`src/rtl/rrq_pkg.sv`:
```
package rrq_pkg;

    localparam int K_OUT_DEF     = 2;
    localparam int N_NODES_DEF   = 4;
    localparam int OVF_SLOTS_DEF = 16;
    localparam int PAYLOAD_W_DEF = 16;
    localparam int LIMIT_W_DEF   = 8;

    // Request slots needed so that every peer can have K requests in flight.
    function automatic int req_slots(input int k_out, input int n_nodes);
        return k_out * (n_nodes - 1);
    endfunction

    // Which store feeds the request server this cycle.
    typedef enum logic [1:0] {
        PICK_NONE  = 2'd0,
        PICK_OVF   = 2'd1,
        PICK_QUEUE = 2'd2
    } req_pick_e;

endpackage

```
`src/rtl/rrq_fifo.sv`:
```
module rrq_fifo #(
    parameter int WIDTH = 18,
    parameter int DEPTH = 6
) (
    input  logic                              clk,
    input  logic                              rst,
    input  logic                              push,
    input  logic [WIDTH-1:0]                  push_data,
    input  logic                              pop,
    output logic [WIDTH-1:0]                  head,
    output logic [$clog2(DEPTH+1)-1:0]        count,
    output logic                              full,
    output logic                              empty
);
    localparam int CNT_W = $clog2(DEPTH + 1);
    localparam int PTR_W = (DEPTH > 1) ? $clog2(DEPTH) : 1;
    localparam logic [PTR_W-1:0] LAST = PTR_W'(DEPTH - 1);
    localparam logic [CNT_W-1:0] FULL_CNT = CNT_W'(DEPTH);

    logic [WIDTH-1:0] mem [DEPTH];
    logic [PTR_W-1:0] wr_ptr, rd_ptr;

    assign full  = (count == FULL_CNT);
    assign empty = (count == '0);
    assign head  = mem[rd_ptr];

    always_ff @(posedge clk) begin
        if (push) begin
            mem[wr_ptr] <= push_data;
        end
    end

    always_ff @(posedge clk) begin
        if (rst) begin
            wr_ptr <= '0;
            rd_ptr <= '0;
            count  <= '0;
        end else begin
            if (push) begin
                wr_ptr <= (wr_ptr == LAST) ? '0 : wr_ptr + 1'b1;
            end
            if (pop) begin
                rd_ptr <= (rd_ptr == LAST) ? '0 : rd_ptr + 1'b1;
            end
            case ({push, pop})
                2'b10:   count <= count + 1'b1;
                2'b01:   count <= count - 1'b1;
                default: count <= count;
            endcase
        end
    end

    // callers never write into a full store unless a slot frees in the same cycle
    assert_no_overflow_R2: assert property (@(posedge clk) disable iff (rst)
        push |-> (!full || pop));

    // nothing is taken from an empty store
    assert_no_underflow_R8: assert property (@(posedge clk) disable iff (rst)
        pop |-> !empty);

endmodule

```
`src/rtl/rrq_stall_mon.sv`:
```
module rrq_stall_mon #(
    parameter int LIMIT_W = 8
) (
    input  logic               clk,
    input  logic               rst,
    input  logic               req_full,
    input  logic               resp_blocked,
    input  logic [LIMIT_W-1:0] stall_limit,
    output logic               spill_active
);
    logic [LIMIT_W:0] stall_cnt;
    logic             stalled;
    logic             deadlock_now;

    assign stalled      = req_full && resp_blocked;
    assign deadlock_now = stalled && (stall_cnt >= {1'b0, stall_limit});

    always_ff @(posedge clk) begin
        if (rst) begin
            stall_cnt    <= '0;
            spill_active <= 1'b0;
        end else begin
            if (!stalled) begin
                stall_cnt <= '0;
            end else if (!stall_cnt[LIMIT_W]) begin
                stall_cnt <= stall_cnt + 1'b1;
            end
            spill_active <= resp_blocked && (spill_active || deadlock_now);
        end
    end

    // spilling only follows a cycle in which the response path was blocked
    assert_spill_needs_block_R4: assert property (@(posedge clk) disable iff (rst)
        spill_active |-> $past(resp_blocked));

    // a spill never starts without a full request queue
    assert_spill_needs_full_R4: assert property (@(posedge clk) disable iff (rst)
        $rose(spill_active) |-> $past(req_full));

endmodule

```
`src/rtl/rrq_steer.sv`:
```
module rrq_steer (
    input  logic net_valid,
    input  logic net_is_reply,
    input  logic req_full,
    input  logic req_pop,
    output logic push_req,
    output logic push_rpl,
    output logic nack_arrival
);
    logic req_room;

    assign req_room     = !req_full || req_pop;
    assign push_rpl     = net_valid && net_is_reply;
    assign push_req     = net_valid && !net_is_reply && req_room;
    assign nack_arrival = net_valid && !net_is_reply && !req_room;

    // a reply is never bounced
    always_comb begin
        assert_reply_not_bounced_R1: assert (!(push_rpl && nack_arrival));
    end

endmodule

```
`src/rtl/rrq_node_input.sv`:
```
module rrq_node_input #(
    parameter int K_OUT     = rrq_pkg::K_OUT_DEF,
    parameter int N_NODES   = rrq_pkg::N_NODES_DEF,
    parameter int OVF_SLOTS = rrq_pkg::OVF_SLOTS_DEF,
    parameter int PAYLOAD_W = rrq_pkg::PAYLOAD_W_DEF,
    parameter int LIMIT_W   = rrq_pkg::LIMIT_W_DEF
) (
    input  logic                         clk,
    input  logic                         rst,
    input  logic                         net_valid,
    input  logic                         net_is_reply,
    input  logic [$clog2(N_NODES)-1:0]   net_src,
    input  logic [PAYLOAD_W-1:0]         net_data,
    input  logic [LIMIT_W-1:0]           stall_limit,
    input  logic                         resp_blocked,
    output logic                         req_valid,
    input  logic                         req_ready,
    output logic [$clog2(N_NODES)-1:0]   req_src,
    output logic [PAYLOAD_W-1:0]         req_data,
    output logic                         req_relaunched,
    output logic                         rpl_valid,
    input  logic                         rpl_ready,
    output logic [$clog2(N_NODES)-1:0]   rpl_src,
    output logic [PAYLOAD_W-1:0]         rpl_data,
    output logic                         nack_valid,
    output logic [$clog2(N_NODES)-1:0]   nack_dst,
    output logic [PAYLOAD_W-1:0]         nack_data
);
    import rrq_pkg::*;

    localparam int NODE_W    = $clog2(N_NODES);
    localparam int REQ_DEPTH = req_slots(K_OUT, N_NODES);
    localparam int RPL_DEPTH = K_OUT;
    localparam int XW        = NODE_W + PAYLOAD_W;

    typedef struct packed {
        logic [NODE_W-1:0]    src;
        logic [PAYLOAD_W-1:0] payload;
    } xact_t;

    xact_t arrival;
    assign arrival = '{src: net_src, payload: net_data};

    // Request queue
    xact_t q_head;
    logic  q_push, q_pop, q_full, q_empty;
    logic [$clog2(REQ_DEPTH+1)-1:0] q_count;

    // Reply queue
    xact_t r_head;
    logic  r_push, r_pop, r_full, r_empty;
    logic [$clog2(RPL_DEPTH+1)-1:0] r_count;

    // Overflow store
    xact_t o_head;
    logic  o_push, o_pop, o_full, o_empty;
    logic [$clog2(OVF_SLOTS+1)-1:0] o_count;

    logic      spill_active, spill_go, spill_nack, nack_arrival, take;
    req_pick_e pick;

    rrq_fifo #(.WIDTH(XW), .DEPTH(REQ_DEPTH)) u_req_q (
        .clk(clk), .rst(rst), .push(q_push), .push_data(arrival), .pop(q_pop),
        .head(q_head), .count(q_count), .full(q_full), .empty(q_empty)
    );

    rrq_fifo #(.WIDTH(XW), .DEPTH(RPL_DEPTH)) u_rpl_q (
        .clk(clk), .rst(rst), .push(r_push), .push_data(arrival), .pop(r_pop),
        .head(r_head), .count(r_count), .full(r_full), .empty(r_empty)
    );

    rrq_fifo #(.WIDTH(XW), .DEPTH(OVF_SLOTS)) u_ovf (
        .clk(clk), .rst(rst), .push(o_push), .push_data(q_head), .pop(o_pop),
        .head(o_head), .count(o_count), .full(o_full), .empty(o_empty)
    );

    rrq_stall_mon #(.LIMIT_W(LIMIT_W)) u_stall (
        .clk(clk), .rst(rst), .req_full(q_full), .resp_blocked(resp_blocked),
        .stall_limit(stall_limit), .spill_active(spill_active)
    );

    rrq_steer u_steer (
        .net_valid(net_valid), .net_is_reply(net_is_reply), .req_full(q_full),
        .req_pop(q_pop), .push_req(q_push), .push_rpl(r_push),
        .nack_arrival(nack_arrival)
    );

    // Request server feed: overflow first, then the live queue.
    always_comb begin
        if (!o_empty) begin
            pick = resp_blocked ? PICK_NONE : PICK_OVF;
        end else if (!q_empty && !spill_active) begin
            pick = PICK_QUEUE;
        end else begin
            pick = PICK_NONE;
        end
    end

    assign req_valid      = (pick != PICK_NONE);
    assign req_relaunched = (pick == PICK_OVF);
    assign req_src        = (pick == PICK_OVF) ? o_head.src     : q_head.src;
    assign req_data       = (pick == PICK_OVF) ? o_head.payload : q_head.payload;
    assign take           = req_valid && req_ready;

    // Spill path: queue head goes to the overflow store, or is bounced when it is full.
    assign spill_go   = spill_active && resp_blocked && !q_empty;
    assign o_push     = spill_go && !o_full;
    assign spill_nack = spill_go && o_full;
    assign o_pop      = take && (pick == PICK_OVF);
    assign q_pop      = spill_go || (take && (pick == PICK_QUEUE));

    // Reply side
    assign rpl_valid = !r_empty;
    assign rpl_src   = r_head.src;
    assign rpl_data  = r_head.payload;
    assign r_pop     = rpl_valid && rpl_ready;

    // Registered NACK output
    always_ff @(posedge clk) begin
        if (rst) begin
            nack_valid <= 1'b0;
            nack_dst   <= '0;
            nack_data  <= '0;
        end else begin
            nack_valid <= nack_arrival || spill_nack;
            if (nack_arrival) begin
                nack_dst  <= net_src;
                nack_data <= net_data;
            end else if (spill_nack) begin
                nack_dst  <= q_head.src;
                nack_data <= q_head.payload;
            end
        end
    end

    // reserved reply space is never exceeded
    assert_reply_room_R1: assert property (@(posedge clk) disable iff (rst)
        r_push |-> (!r_full || r_pop));

    // an arriving reply is offered right after the edge
    assert_reply_visible_R3: assert property (@(posedge clk) disable iff (rst)
        (net_valid && net_is_reply) |=> rpl_valid);

    // a refused request bounces to its sender one cycle later
    assert_nack_to_sender_R2: assert property (@(posedge clk) disable iff (rst)
        nack_arrival |=> (nack_valid && nack_dst == $past(net_src)
                          && nack_data == $past(net_data)));

    // queue entries are never offered while relaunch entries wait
    assert_relaunch_first_R6: assert property (@(posedge clk) disable iff (rst)
        (req_valid && !req_relaunched) |-> o_empty);

    // nothing is relaunched while the response path is blocked
    assert_relaunch_waits_R6: assert property (@(posedge clk) disable iff (rst)
        (!o_empty && resp_blocked) |-> !req_valid);

    // a spill into a full overflow store produces a NACK next cycle
    assert_spill_fallback_R7: assert property (@(posedge clk) disable iff (rst)
        (spill_active && resp_blocked && !q_empty && o_full) |=> nack_valid);

    // the two NACK sources never collide
    assert_single_nack_R7: assert property (@(posedge clk) disable iff (rst)
        !(nack_arrival && spill_nack));

endmodule

```
`config.mk`:
```
export PLATFORM = sky130hd
export DESIGN_NAME = rrq_node_input
export DESIGN_NICKNAME = d
export VERILOG_FILES = /design/src/rtl/rrq_pkg.sv /design/src/rtl/rrq_fifo.sv /design/src/rtl/rrq_stall_mon.sv /design/src/rtl/rrq_steer.sv /design/src/rtl/rrq_node_input.sv
export SDC_FILE = /design/constraint.sdc
export NUM_CORES = 1
export LEC_CHECK = 0
export BUFFER_PORTS_ARGS = -buffer_cell sky130_fd_sc_hd__buf_2
export CAP_MARGIN = 20
export CORE_AREA = 3 3 226 228
export CTS_BUF_LIST = sky130_fd_sc_hd__clkbuf_8
export CTS_CLUSTER_DIAMETER = 150
export DETAILED_ROUTE_END_ITERATION = 7
export DIE_AREA = 0 0 229 231
export SETUP_SLACK_MARGIN = 0.1
export SYNTH_ARGS = -nofsm -noshare
export SYNTH_HDL_FRONTEND = slang
export SYNTH_SLANG_ARGS = --single-unit
export TNS_END_PERCENT = 1
```
`constraint.sdc`:
```
create_clock -name clk -period 10.6 [get_ports clk]
set_clock_uncertainty 0.2 [all_clocks]
set_input_delay 3.18 -clock clk [delete_from_list [all_inputs] [get_ports clk]]
set_output_delay 3.18 -clock clk [all_outputs]
set_load 0.03 [all_outputs]
```
### Word level (Yosys, flattened, before mapping)

Memories as Yosys holds them, arrays and structs flattened. A register that Yosys moved wholly into a read port is not among the register bits.
Index checks and enable logic that the tools add are counted.

* register bits after elaboration: 55
* RAM bits: 432
* output and inout bits: 58
* memories kept: 3

* add/sub/neg operators: 13
* magnitude comparators: 1
* equality and inequality tests: 14
* multiplexer cells: 31
* bitwise logic cells: 1
* reduce and logical (&&, ||, !) cells: 36

Memory list
* u_ovf.mem: words 16, width 18, read ports 1, clocked after memory_dff 1, write ports 1, RTL line rrq_fifo.sv:20 `logic [WIDTH-1:0] mem [DEPTH];`
* u_req_q.mem: words 6, width 18, read ports 1, clocked after memory_dff 1, write ports 1, RTL line rrq_fifo.sv:20
* u_rpl_q.mem: words 2, width 18, read ports 1, clocked after memory_dff 1, write ports 1, RTL line rrq_fifo.sv:20

Operator list (count)
* 16-bit 2-to-1 mux: 3
* 1-bit logical AND: 16
* 4-bit 2-to-1 mux: 4
* 3-bit 2-to-1 mux: 4
* 1-bit 2-to-1 mux: 11
* 2-bit 2-to-1 mux: 5
* 5-bit case mux with 2 select lines: 1
* 2-bit nonzero test: 5
* 3-bit by 1-bit adder with 3-bit output, second input constant: 3
* 9-bit by 1-bit adder with 9-bit output, second input constant: 1
* 3-bit == test, second input constant: 3
* 9-bit by 8-bit >= comparator with 1-bit output: 1
* 9-bit 2-to-1 mux: 1
* 4-bit by 1-bit adder with 4-bit output, second input constant: 2
* 2-bit by 1-bit == test with 1-bit output, second input constant: 4
* 2-bit == test, second input constant: 4
* 4-bit == test, second input constant: 2
* 1-bit logical NOT: 7
* 3-bit case mux with 2 select lines: 1
* 5-bit by 1-bit adder with 5-bit output, second input constant: 1
* 5-bit == test, second input constant: 1
* 5-bit logical NOT: 1
* 5-bit by 1-bit subtractor with 5-bit output, second input constant: 1
* 1-bit logical OR: 4
* other kinds (9): 10

### Longest topological paths before layout

* word-level depth: 13
* gate-level depth with buffers: 14
* gate-level depth less buffers: 12

### Hierarchy

Synthesis repeated with hierarchy kept, for this count alone.

* cells, all modules: 1127
* area total of the unflattened synthesis: 19916.6 sq um

Modules (own cells, without submodules)
* rrq_fifo (u_ovf): instances 1, cells an instance 562, area each 11858.9 sq um
* rrq_fifo (u_req_q): instances 1, cells an instance 269, area each 4672.0 sq um
* rrq_fifo (u_rpl_q): instances 1, cells an instance 78, area each 1498.9 sq um
* rrq_node_input: instances 1, cells an instance 136, area each 1194.9 sq um
* rrq_stall_mon: instances 1, cells an instance 78, area each 650.6 sq um
* rrq_steer: instances 1, cells an instance 4, area each 41.3 sq um

### Worst setup path before layout

Ideal clock, no wire load.

* kind: input -> output
* from: in resp_blocked
* to: out req_data[14]
* arrival time: 4.646 ns
* data required time: 7.220 ns
* slack: 2.574 ns
* stages on the path: 4
* buffers on the path: 1
* cells stage by stage: a21oi_1 clkbuf_1 nor2_1 a21oi_1

* longest elaborated chain between the ends: 4

RTL lines
* start: declaration: RTL line rrq_node_input.sv:15 `input logic resp_blocked,`
* 1-bit 2-to-1 mux: RTL line rrq_node_input.sv:91 `pick = resp_blocked ? PICK_NONE : PICK_OVF;`
* 2-bit 2-to-1 mux: RTL line rrq_node_input.sv:90 `if (!o_empty) begin`
* 2-bit by 1-bit == test with 1-bit output
* net req_relaunched: RTL line rrq_node_input.sv:20 `output logic req_relaunched,`
* 16-bit 2-to-1 mux: RTL line rrq_node_input.sv:102 `assign req_data = (pick == PICK_OVF) ? o_head.payload : q_head.payload;`
* end: declaration: RTL line rrq_node_input.sv:19 `output logic [PAYLOAD_W-1:0] req_data,`

The timed path passes the listed nets, and every way through them passes these cells.

### Worst setup path in the final report

* from: in resp_blocked
* to: out req_data[15]

* longest elaborated chain between the ends: 4

RTL lines (RTL line)
* 1-bit 2-to-1 mux: rrq_node_input.sv:91
* 2-bit 2-to-1 mux: rrq_node_input.sv:90
* 2-bit by 1-bit == test with 1-bit output: rrq_node_input.sv:102
* 16-bit 2-to-1 mux: rrq_node_input.sv:102

Every way passes these cells.

==> flow_summary.ini <==
[route]
wirelength_met1_um = 18500
met2_length_um = 20300
wl_per_cell_um = 21.6
firstDrtPassIters = 5
top_layer_used = met4
viasPerCell = 5.13
drc = 0
first_iter_violations = 700
ant_nets = 0
vias = 9859
wl_met3_um = 1870
totalWireLength_um = 41400

[logic_synthesis]
yosysSeqAreaShare_pct = 72.3
synth_edf_count = 432
synth_warnings = 0
synth_ff_type = edfxtp_1
synth_area_leader_cell = edfxtp_1
ys_seq_elements = 495
synth_top_cell_area_share_pct = 65.9
syn-cell-area_um2 = 19700
synth_cell_type_count = 61
synthTopCellsByArea = edfxtp_1 (66%), mux4_2 (12%), dfxtp_1 (6.4%), mux2_2 (4.2%), ha_1 (1.2%)
synthCells = 1038
async_flop_share_pct = 0
avgSynthCellArea_um2 = 19.0
syn_nets = 1091

[floorplanning]
die_height_um = 231
fp-row-count = 81
die-area_um2 = 52900
core_area_um2 = 49100
boundaryPins = 91
die_w_um = 229
initial_core_util_pct = 40.1

[sta]
max_freq_mhz = 129
tightestPinTransition_ps = 1040
hold_viol = 0
rsz0062_at_grt = no
slew_viol_final = 0
setup_tns_ps = 0
period_share_pct = 73.4
setup_viol_count_final = 0
fin_crit_ps = 7780
maxSlewHeadroom_pct = 30.5
fin_ws_ps = 2820
fin_hold_ws_ps = 292

[place]
io_buffers = 90
post-dp-hpwl_um = 23900
preCtsSetupSlack_ps = 2780
gp_congestion = 0.732

[worst_setup_path]
crit_required_ps = 7220
r2r-start = u_req_q.count[0]
crit_path_start_kind = input pin
r2r_slack_ps = 6760
crit_arrival_ps = 4400
crit_fanout = 25
endpoint_kind = output port
reg2reg_to = u_ovf.count[4]
path_class = input pin to output port
ff2ff_path_depth = 11

[clocking]
cts_tree = built
post-cts-setup-buffer-count = 0
clockRootBuffer = clkbuf_8
clkLatencyLatePin_ps = 640
cts.clk_slew.worst_paths_ps = 60
cts_max_path_buffers = 3
cts_htree_levels = 3
cts_made_buffers = 82
cts-hold-fix-buffers = 0
cts_resized = 0
cts.sinks = 495

[grt]
antenna_found_initial = 2
first_global_vias = 10449
grt_pass1_wl_um = 63300
gr-usage-all-layers_pct = 15.8
grt_start_max_net_pins = 53
grt_overflow = 0

[power_and_ir_drop]
p_comb_share_pct = 8.1
p_seq_share_pct = 53.4
pwr-share-clk_pct = 38.5
peakVddDrop_mv = 0.122
p_total_w = 0.00414
p_switching_w = 0.000980
power_leakage_nw = 7.30
p_sw_share_pct = 23.7
p_int_w = 0.00316
power_per_cell_area_nw_per_um2 = 183

[run_status]
status = finished, final reports clean

[final_layout]
syn_to_final_growth_pct = 15.0
drive_gt1_share_pct = 36.1
nets = 1244

[flow_run]
maxCapViolations = 0

[hold_path]
hp-class = register to register
holdPathEnd = u_rpl_q.count[1]
min_path_cells = 2
holdCritStartpoint = u_rpl_q.count[1]
-- power groups by stage --
stage	logic (W)	clock network, W	registers (W)
CTS	0.000339	0.00165	0.00221
global placement	0.000330	0	0.00225
finish	0.000334	0.00159	0.00221
detailed placement	0.000337	0	0.00225
floorplan	0.000235	0	0.00224
global route	0.000362	0.00172	0.00221
-- synthesized netlist by cell type (all sizes together), types with 3 or more instances --
| cell type | n |
|---|---|
| a21oi | 40 |
| buf | 20 |
| clkbuf | 31 |
| dfxtp | 63 |
| edfxtp | 432 |
| ha | 19 |
| inv | 17 |
| mux2 | 73 |
| mux2i | 3 |
| mux4 | 107 |
| nand2 | 43 |
| nand2b | 24 |
| nand3 | 8 |
| nor2 | 42 |
| nor2b | 4 |
| nor3 | 10 |
| nor4 | 5 |
| o211ai | 20 |
| o21ai | 15 |
| or3 | 10 |
| xnor2 | 3 |
| xor2 | 13 |
-- metal layers --
metal,global-route usage (%),up-vias
li1,-,4482
met1,21.2,5108
met2,26.1,216
met3,3.66,53
met4,4.31,0
met5,0,-
-- layout by cell type (no fill, tap or decap), drive strengths merged, types with 13 or more instances in the layout --
| cell | Yosys | routed |
|---|---|---|
| inv | 17 | 42 |
| ha | 19 | 19 |
| clkinv | 0 | 32 |
| mux4 | 107 | 107 |
| buf | 20 | 120 |
| nand2 | 43 | 43 |
| nand2b | 24 | 24 |
| dfxtp | 63 | 63 |
| a21oi | 40 | 40 |
| clkbuf | 31 | 86 |
| mux2 | 73 | 73 |
| nor2 | 42 | 42 |
| xor2 | 13 | 13 |
| edfxtp | 432 | 432 |
| o211ai | 20 | 20 |
| o21ai | 15 | 15 |
-- sequential cells by signal, summed over array words and instances, names as in the netlist, 3 cells and up, named ones only --
register           flops
u_rpl_q.mem           36
u_ovf.wr_ptr           4
u_ovf.rd_ptr           4
u_ovf.count            5
nack_data             16
u_req_q.mem          108
u_stall.stall_cnt      9
u_req_q.rd_ptr         3
u_ovf.mem            288
u_req_q.count          3
u_req_q.wr_ptr         3
-- through the flow --
| stage | area, µm² | instances | util (%) |
|---|---|---|---|
| 6_report | 22600 | 1921 | 46.1 |
| 2_1_floorplan | 19700 | 1038 | - |
| 5_1_grt | 22600 | 1921 | 46.1 |
| 4_1_cts | 22600 | 1920 | 46.1 |
| 3_3_place_gp | 21100 | 1771 | 42.9 |
| 3_5_place_dp | 21100 | 1771 | 42.9 |
-- worst max path at each step --
stage                       startpoint      endpoint  slack (ps)  depth (start not counted)
after floorplan           resp_blocked  req_data[14]        2570                          4
after global placement    resp_blocked   req_data[6]        2810                          5
after detailed placement  resp_blocked  req_data[15]        2780                          5
after CTS                 resp_blocked  req_data[15]        2780                          5
after global routing      resp_blocked  req_data[15]        2740                          5
final                     resp_blocked  req_data[15]        2820                          5
-- worst max-delay path, stage by stage --
cell	delay, ps
buf_2	130
a21oi_4	100
buf_4	400
mux2_2	390
buf_2	180
-- area by class of cell --
class,instances,area (µm²)
Fill cell,4290,26400
Sequential cell,495,14200
Multi-Input combinational cell,475,5250
Clock buffer,86,1180
Tap cell,664,831
Timing Repair Buffer,120,676
Clock inverter,63,380
Inverter,17,63.8
Antenna cell,1,2.50
-- logic make-up (layout without fill, tap and decap cells) --
logic type | count (synthesis) | count (layout) | share of synthesized area, %
muxes | 183 | 183 | 16.6
buffers and inverters | 68 | 286 | 1.55
adders and majority gates | 20 | 20 | 1.31
AOI/OAI and AO/OA | 94 | 94 | 3.26
DFF | 495 | 495 | 72.3
xor gates and xnor gates | 16 | 16 | 0.712
other | 0 | 1 | 0
and+or+nand+nor | 162 | 162 | 4.25
Power figures use the tool's default switching activity.
